<file path="config.mk">
export PLATFORM = sky130hd
export DESIGN_NAME = emd_frame_filter
export DESIGN_NICKNAME = d
export VERILOG_FILES = /design/src/rtl/emd_filter_pkg.sv /design/src/rtl/emd_filter_ctrl.sv /design/src/rtl/emd_filter_datapath.sv /design/src/rtl/emd_frame_filter.sv
export SDC_FILE = /design/constraint.sdc
export NUM_CORES = 1
export LEC_CHECK = 0
export ABC_AREA = 0
export CORE_MARGIN = 2
export CORE_UTILIZATION = 40
export DETAILED_ROUTE_END_ITERATION = 7
export GPL_TIMING_DRIVEN = 0
export HOLD_SLACK_MARGIN = 0.06
export PLACE_DENSITY = 0.85
export SETUP_SLACK_MARGIN = 0.2
export SLEW_MARGIN = 30
export SYNTH_ARGS = -nofsm -noshare
export SYNTH_HDL_FRONTEND = slang
export SYNTH_SLANG_ARGS = --single-unit
export TNS_END_PERCENT = 50
</file>
<file path="constraint.sdc">
create_clock -name clk -period 1.5 [get_ports clk]
set_input_delay 0.45 -clock clk [delete_from_list [all_inputs] [get_ports clk]]
set_output_delay 0.45 -clock clk [all_outputs]
set_load 0.02 [all_outputs]
</file>
<file path="src/rtl/emd_filter_pkg.sv">
package emd_filter_pkg;

  // Strobes the control decides on each cycle, registered by the datapath.
  typedef struct packed {
    logic wr;
    logic flush;
    logic irq;
    logic err;
    logic drop;
  } ctrlStrobes_t;

endpackage

</file>
<file path="src/rtl/emd_filter_ctrl.sv">
module emd_filter_ctrl
  import emd_filter_pkg::*;
#(
  parameter int GUARD_BYTES = 3
) (
  input  logic         clk,
  input  logic         rstN,
  input  logic         suppressEn,
  input  logic         sofIn,
  input  logic         byteValid,
  input  logic         errIn,
  input  logic         collIn,
  input  logic         eofIn,
  output ctrlStrobes_t strobes
);

  localparam int CNT_W = $clog2(GUARD_BYTES + 1) + 1;
  localparam logic [CNT_W-1:0] GUARD_LIM = CNT_W'(GUARD_BYTES);

  logic             inFrame, inFrameNext;
  logic [CNT_W-1:0] byteCnt, byteCntNext;
  logic             frameErr, frameErrNext;
  logic             anyErr;
  logic [CNT_W-1:0] cntWithByte;
  logic             guardOpen;

  assign anyErr      = errIn | collIn;
  assign guardOpen   = byteCnt < GUARD_LIM;
  // the counter saturates at the guard limit; beyond it only ">= limit" matters
  assign cntWithByte = (byteValid && guardOpen) ? byteCnt + 1'b1 : byteCnt;

  always_comb begin
    strobes      = '0;
    inFrameNext  = inFrame;
    byteCntNext  = byteCnt;
    frameErrNext = frameErr;
    if (sofIn) begin
      inFrameNext  = 1'b1;
      byteCntNext  = '0;
      frameErrNext = 1'b0;
    end else if (inFrame) begin
      if (anyErr && suppressEn && guardOpen) begin
        strobes.flush = 1'b1;
        strobes.drop  = 1'b1;
        inFrameNext   = 1'b0;
      end else begin
        strobes.wr   = byteValid;
        byteCntNext  = cntWithByte;
        frameErrNext = frameErr | anyErr;
        if (eofIn) begin
          inFrameNext = 1'b0;
          if (suppressEn && (cntWithByte < GUARD_LIM)) begin
            strobes.wr    = 1'b0;
            strobes.flush = 1'b1;
            strobes.drop  = 1'b1;
          end else begin
            strobes.irq = 1'b1;
            strobes.err = frameErr | anyErr;
          end
        end
      end
    end
  end

  always_ff @(posedge clk) begin
    if (!rstN) begin
      inFrame  <= 1'b0;
      byteCnt  <= '0;
      frameErr <= 1'b0;
    end else begin
      inFrame  <= inFrameNext;
      byteCnt  <= byteCntNext;
      frameErr <= frameErrNext;
    end
  end

  // no flush is ever requested while suppression is off
  a_r8_no_flush_when_off: assert property (@(posedge clk) disable iff (!rstN)
    !suppressEn |-> !strobes.flush);

  // a closed frame with no start strobe produces nothing
  a_r10_idle_silent: assert property (@(posedge clk) disable iff (!rstN)
    (!inFrame && !sofIn) |-> (strobes == '0));

  // a drop always closes the frame
  a_r4_drop_closes: assert property (@(posedge clk) disable iff (!rstN)
    strobes.drop |=> !inFrame || $past(sofIn));

  // a start strobe leaves a fresh, open frame
  a_r3_sof_fresh: assert property (@(posedge clk) disable iff (!rstN)
    sofIn |=> (inFrame && byteCnt == '0 && !frameErr));

endmodule

</file>
<file path="src/rtl/emd_filter_datapath.sv">
module emd_filter_datapath
  import emd_filter_pkg::*;
#(
  parameter int DATA_W = 8
) (
  input  logic              clk,
  input  logic              rstN,
  input  ctrlStrobes_t      strobes,
  input  logic [DATA_W-1:0] byteData,
  input  logic              stickyClr,
  output logic              fifoWr,
  output logic [DATA_W-1:0] fifoData,
  output logic              fifoFlush,
  output logic              rxIrq,
  output logic              rxErr,
  output logic              emdDropped
);

  always_ff @(posedge clk) begin
    if (!rstN) begin
      fifoWr     <= 1'b0;
      fifoData   <= '0;
      fifoFlush  <= 1'b0;
      rxIrq      <= 1'b0;
      rxErr      <= 1'b0;
      emdDropped <= 1'b0;
    end else begin
      fifoWr    <= strobes.wr;
      fifoFlush <= strobes.flush;
      rxIrq     <= strobes.irq;
      rxErr     <= strobes.err;
      if (strobes.wr) fifoData <= byteData;
      if (strobes.drop)   emdDropped <= 1'b1;
      else if (stickyClr) emdDropped <= 1'b0;
    end
  end

  // a flush and a completion interrupt never coincide
  a_r4_flush_excludes_irq: assert property (@(posedge clk) disable iff (!rstN)
    !(fifoFlush && rxIrq));

  // error status only accompanies the interrupt
  a_r7_err_with_irq: assert property (@(posedge clk) disable iff (!rstN)
    rxErr |-> rxIrq);

  // the sticky flag only falls on a clear without a drop
  a_r9_sticky_hold: assert property (@(posedge clk) disable iff (!rstN)
    (emdDropped && !stickyClr) |=> emdDropped);

  // every flush leaves the sticky flag set
  a_r9_flush_sets_sticky: assert property (@(posedge clk) disable iff (!rstN)
    fifoFlush |-> emdDropped);

endmodule

</file>
<file path="src/rtl/emd_frame_filter.sv">
module emd_frame_filter
  import emd_filter_pkg::*;
#(
  parameter int DATA_W      = 8,
  parameter int GUARD_BYTES = 3
) (
  input  logic              clk,
  input  logic              rstN,
  input  logic              suppressEn,
  input  logic              sofIn,
  input  logic              byteValid,
  input  logic [DATA_W-1:0] byteData,
  input  logic              errIn,
  input  logic              collIn,
  input  logic              eofIn,
  input  logic              stickyClr,
  output logic              fifoWr,
  output logic [DATA_W-1:0] fifoData,
  output logic              fifoFlush,
  output logic              rxIrq,
  output logic              rxErr,
  output logic              emdDropped
);

  ctrlStrobes_t strobes;

  emd_filter_ctrl #(.GUARD_BYTES(GUARD_BYTES)) ctrl_i (
    .clk(clk), .rstN(rstN), .suppressEn(suppressEn), .sofIn(sofIn),
    .byteValid(byteValid), .errIn(errIn), .collIn(collIn), .eofIn(eofIn),
    .strobes(strobes)
  );

  emd_filter_datapath #(.DATA_W(DATA_W)) dp_i (
    .clk(clk), .rstN(rstN), .strobes(strobes), .byteData(byteData),
    .stickyClr(stickyClr), .fifoWr(fifoWr), .fifoData(fifoData),
    .fifoFlush(fifoFlush), .rxIrq(rxIrq), .rxErr(rxErr),
    .emdDropped(emdDropped)
  );

  // the completion interrupt is a single-cycle pulse
  a_r6_irq_pulse: assert property (@(posedge clk) disable iff (!rstN)
    rxIrq |=> !rxIrq);

endmodule

</file>
Word-level counts from Yosys, hierarchy flattened
Cells that the tools add are included.
Word-level totals
  memory bits (read-only): 0
  memories: 0
  input bits: 17
  output and inout bits: 13
  latch bits: 0
  word-level logic and storage cells: 45
  flip-flop bits (word level): 18
  memory bits (writable): 0
Operators by class
  equality and inequality tests: 0
  bitwise logic cells: 6
  multiplexer cells: 17
  $lt $le $gt $ge: 2
  multipliers: 0
  divide/modulo/power cells: 0
  $add $sub $neg: 1
  shifts and indexed selects: 0
  reductions and logical operators: 10
Operator list (number)
  $mux 5: 3
  $mux 1: 10
  $lt 3x2->1 const B: 2
  $mux 2: 3
  $reduce_or 6->1: 1
  $reduce_or 5->1: 1
  $logic_and 1x1->1: 4
  $not 1->1: 4
  $add 3x1->3 const B: 1
  $mux 3: 1
  $reduce_or 3->1: 1
  $or 1x1->1: 2
  $reduce_and 2->1: 1
  $reduce_bool 2->1: 1
  $reduce_or 2->1: 1

Logic depth before layout (Yosys ltp)
  word-level depth: 11
  mapped depth: 7
  depth with buffers taken out: 5

Hierarchy
From an unflattened synthesis, not the netlist that was laid out.
Unflattened totals
  cells, all modules: 82
  area total of the unflattened synthesis: 797.0 µm²
Modules (own cells, without submodules)
  emd_filter_datapath: sequential area each 260.2 µm², area an instance 446.7 µm², cells an instance 37, times used 1
  emd_filter_ctrl: sequential area each 100.1 µm², area an instance 350.3 µm², cells an instance 45, times used 1

Least setup slack after synthesis
OpenSTA, ideal clock, no wires.
  path type: register to register
  from: register ctrl_i.byteCnt[0]
  to: register dp_i.fifoData[7]
  slack: -70 ps
  buffers on the path: 2
  arrival: 1453 ps
  stages on the path, launching flop included: 8
  period minus slack after synthesis: 1570 ps
  setup time: 117 ps
  required time: 1383 ps
  cells stage by stage: dfxtp_1 > ha_1 > nor2b_1 > o31a_1 > buf_6 > buf_6 > a32oi_1 > nand2_1
On the way
  word-level cells in the longest chain between the ends: 10
  elaborated cells between the ends (all ways): 12
  classes of those cells: add/sub (1); order compare (2); mux (6); reduce/logical (3)
Ends and longest elaborated chain
  start: declaration: line emd_filter_ctrl.sv:21  | logic [CNT_W-1:0] byteCnt, byteCntNext;
  start signal: assignment: line emd_filter_ctrl.sv:72  | byteCnt <= byteCntNext;
  $lt 3x2->1: line emd_filter_ctrl.sv:28  | assign guardOpen = byteCnt < GUARD_LIM;
  $logic_and 1x1->1: line emd_filter_ctrl.sv:30  | assign cntWithByte = (byteValid && guardOpen) ? byteCnt + 1'b1 : byteCnt;
  $mux 3: line emd_filter_ctrl.sv:30
  $lt 3x2->1: line emd_filter_ctrl.sv:52  | if (suppressEn && (cntWithByte < GUARD_LIM)) begin
  $logic_and 1x1->1: line emd_filter_ctrl.sv:52
  $mux 2: line emd_filter_ctrl.sv:52
  $mux 5: line emd_filter_ctrl.sv:50  | if (eofIn) begin
  $mux 1 (*): line emd_filter_ctrl.sv:42  | if (anyErr && suppressEn && guardOpen) begin
  $mux 5 (*): line emd_filter_ctrl.sv:41  | end else if (inFrame) begin
  $mux 5 (*): line emd_filter_ctrl.sv:37  | if (sofIn) begin
  end signal: assignment: line emd_filter_datapath.sv:32  | if (strobes.wr) fifoData <= byteData;
  end: declaration: line emd_filter_datapath.sv:12  | output logic [DATA_W-1:0] fifoData,
Every way passes the cells marked *; elsewhere a longest branch is shown, timed or not.
A chain may end at the register's enable or synchronous reset.

Worst setup path after layout
  from: register ctrl_i.byteCnt[1]
  to: register dp_i.fifoData[0]
Same word-level chain as after synthesis.

==> reports/qor.csv <==
stage;metric;value;unit
timing;Slew HR;79.7;%
global_route;gr usage total;19.7;%
logic_synthesis;Post-Synth Adder-Cell Area;1.36;%
critical_path;WP buf/inv;2;
critical_path;FF-to-FF End;dp_i.fifoData[0];
timing;clock skew;0.00395;ns
place;placed wire-length estimate;1780;µm
logic_synthesis;Synth Register Bits;18;
logic_synthesis;post-synthesis mux area share;1.09;%
critical_path;Data required, critical path;1.70;ns
logic_synthesis;cell area after synthesis;922;µm²
logic_synthesis;EDFF count, synth;0;
power;Leak;0.571;nW
run_status;failing checks;setup timing;
drt;drt wl/cell;14.7;µm
drt;drt pass-1 iters;4;
global_route;vias in the first global route;963;
clock_network;clock buffer depth;2;
logic_synthesis;Avg Cell Area, Syn;8.46;µm²
clock_network;cts hold-fix bufs;0;
clock_network;# H-tree levels;1;
timing;final worst slack;-0.105;ns
job;max cap viols;0;
logic_synthesis;dominant cell type by area after synthesis;dfxtp_1;
clock_network;Clock Sinks;18;
drt;DRC violations left;0;
logic_synthesis;Netlist cell types;32;
global_route;met2 usage;33.3;%
place;port bufs;29;
die;Die Ht;52.0;µm
global_route;met1 GRT Util;24.1;%
critical_path;reg2reg path depth;7;
critical_path;r2r setup slk;-0.11;ns
final_layout;share of layout cells above drive strength 1;27.6;%
die;area of the die;2710;µm²
critical_path;endpoint class of the critical path;register;
logic_synthesis;most used flip-flop cell after synthesis;dfxtp_1;
logic_synthesis;main combinational cell family by area after synthesis;compound AO/OA/AOI/OAI gates;
min_path;HP Class;reg2reg;
critical_path;FF-to-FF Start;ctrl_i.byteCnt[1];
critical_path;CP startpoint kind;register;
timing;FMAX;623;MHz
final_layout;Final #Nets;164;
timing;final slew viol count;0;
run_status;run status;complete, but fails checks;
logic_synthesis;Syn Inst Count;109;
critical_path;crit path max-delay cell type;dfxtp_4;
timing;Tcrit/Tclk final;107;%
logic_synthesis;synth top area cells;dfxtp_1 (39%), nand2_1 (11%), o32a_1 (8.7%), a32oi_1 (7.6%), nor2_1 (5.7%);
timing;final setup vio count;10;
logic_synthesis;Synth async-reset ratio;0;%
power;PwrDens;735;nW/µm²
power;Max VDD drop;0.538;mV
logic_synthesis;Syn Nets;127;
critical_path;delay of the slowest critical-path stage;0.37;ns
logic_synthesis;Synth top area share;39.1;%
critical_path;critical path arrival;1.80;ns
timing;setup TNS;-0.613;ns
logic_synthesis;xor and xnor area share after synthesis;0.950;%
power;final total power;0.000977;W
drt;Routed Antenna Nets;0;
clock_network;clock buffer count from CTS;3;
place;GPL Wtd Cong;0.814;
timing;worst slew pin tran;0.304;ns
drt;post-DR vias/cell;5.77;
logic_synthesis;commonest cells in the netlist;nand2_1 (26), dfxtp_1 (18), nor2_1 (14), a32oi_1 (8), o32a_1 (8);
global_route;Top Usage Layer GRT;met2;
place;worst setup slack after placement;-0.475;ns
clock_network;clk root buf;clkbuf_4;
critical_path;crit path kind;reg2reg;
min_path;HP Start;dp_i.emdDropped;
die;initial core utilization;42.1;%
logic_synthesis;post-synthesis compound-gate area fraction;27.8;%
die;FP Rows;17;
timing;RSZ-0062 raised after global routing;true;
logic_synthesis;post-synthesis sequential area ratio;39.1;%
critical_path;CP startpoint;ctrl_i.byteCnt[1];
clock_network;Clock Latency Late Sink;0.30;ns
global_route;GRT met3 Usage;3.45;%
die;# IOs;30;
critical_path;CP max FO;10;
logic_synthesis;most frequent cell after synthesis;nand2_1;
critical_path;Setup crit end;dp_i.fifoData[0];
critical_path;Levels on crit path;7;
timing;Fin. Hold Viols;0;
drt;Iter 0 DRT Violations;30;
drt;total wire length;2540;µm
die;die width;52.0;µm
critical_path;CP cell instances;ha_4 > nor2b_4 > o31a_1 > buf_6 > buf_12 > a32oi_2 > nand2_1;
global_route;first-pass GRT wire length;4070;µm
global_route;largest net degree at the start of global routing;11;
die;Core Box Area;2190;µm²
clock_network;register clock-pin slew on the reported worst setup and hold paths;0.11;ns
global_route;initial antenna violation count;0;
clock_network;TritonCTS clock tree;done;
global_route;GR Overflow Total;0;
final_layout;Inserted Diodes;0;
logic_synthesis;Yosys warning total;0;
logic_synthesis;Simple-Gate Fraction of Synth Area;23.9;%
final_layout;P&R area growth vs syn;44.1;%
drt;detailed-route via count;998;
critical_path;CP top delay family;compound AO/OA/AOI/OAI gates;
timing;minimum clock period;1.61;ns
[state kept, by name, indices dropped and copies added (netlist names)]
signal	count
dp_i.fifoFlush	1
ctrl_i.byteCnt	3
ctrl_i.frameErr	1
dp_i.emdDropped	1
ctrl_i.inFrame	1
dp_i.rxErr	1
dp_i.rxIrq	1
dp_i.fifoData	8
dp_i.fifoWr	1
[worst register-to-register path: cells and delay by family (launching register included)]
family	cells	cell delay [ns]
AND/OR/NAND/NOR	2	0.20
AO/OA/AOI/OAI	2	0.41
flip-flops	1	0.37
adder cells (fa/ha/maj)	1	0.23
buffers and inverters	2	0.29
[worst min path at each step]
stage          slack (ns)         endpoint  cells after the start
2_1_floorplan        0.44  ctrl_i.frameErr                      2
3_3_place_gp         0.44  dp_i.emdDropped                      2
3_5_place_dp         0.46  dp_i.emdDropped                      2
4_1_cts              0.48  dp_i.emdDropped                      2
5_1_grt              0.51  dp_i.emdDropped                      2
6_report             0.47  dp_i.emdDropped                      2
[timing repair]
item / CTS / global route
endpoints found under the setup margin: 29 / 25
setup buffers: 3 / 0
gates resized for setup: 60 / 9
pin swaps: 2 / 3
[per-layer routing]
metal	share of wire [%]	vias to the layer above
met4	1.3	0
met2	50	39
met5	0	-
met1	43	482
met3	5.9	6
li1	-	471
[where the power goes]
| part | leakage, nW | internal [W] | switching (W) |
|---|---|---|---|
| Combinational | 0.403 | 0.0000821 | 0.0000873 |
| Sequential | 0.147 | 0.000487 | 0.0000103 |
| Clock | 0.0210 | 0.000148 | 0.000162 |
| Total | 0.571 | 0.000718 | 0.000259 |
[layout by cell type (no fill, tap or decap), types with 2 or more instances in the layout]
cell and count:
a32oi_2 4, buf_2 13, inv_1 2, o32a_1 8
a32oi_1 4, clkbuf_4 3, nand2_1 26, nor2_1 13
nand2b_1 2, buf_4 7, dlygate4sd2_1 2, dfxtp_1 16
clkdlybuf4s50_1 14, dfxtp_4 2, o211a_1 2
[final cells by class]
type / count / area, µm²
fillers: 196 / 862
well taps: 28 / 35.0
flip-flops and latches: 18 / 368
multi-input cells: 82 / 571
clock buffers: 4 / 36.3
repair buffers: 32 / 255
plain buffers: 7 / 56.3
inverters: 2 / 7.51
[per-stage QoR]
stage	util (%)	cells	instance area, µm²	hold WS [ns]
after floorplan	-	109	947	0.438
after global placement	58.1	166	1270	0.442
after detailed placement	58.1	166	1270	0.460
after CTS	58.4	173	1280	0.476
after global routing	60.7	173	1330	0.506
final	60.7	173	1330	0.472
[cells by family after synthesis]
group,Yosys count
buffers and inverters,9
adder cells (fa/ha/maj),1
AO/OA/AOI/OAI,28
XOR/XNOR,1
AND/OR/NAND/NOR,51
flip-flops,18
multiplexers,1
Note: power is estimated with default switching activity, not from simulation.
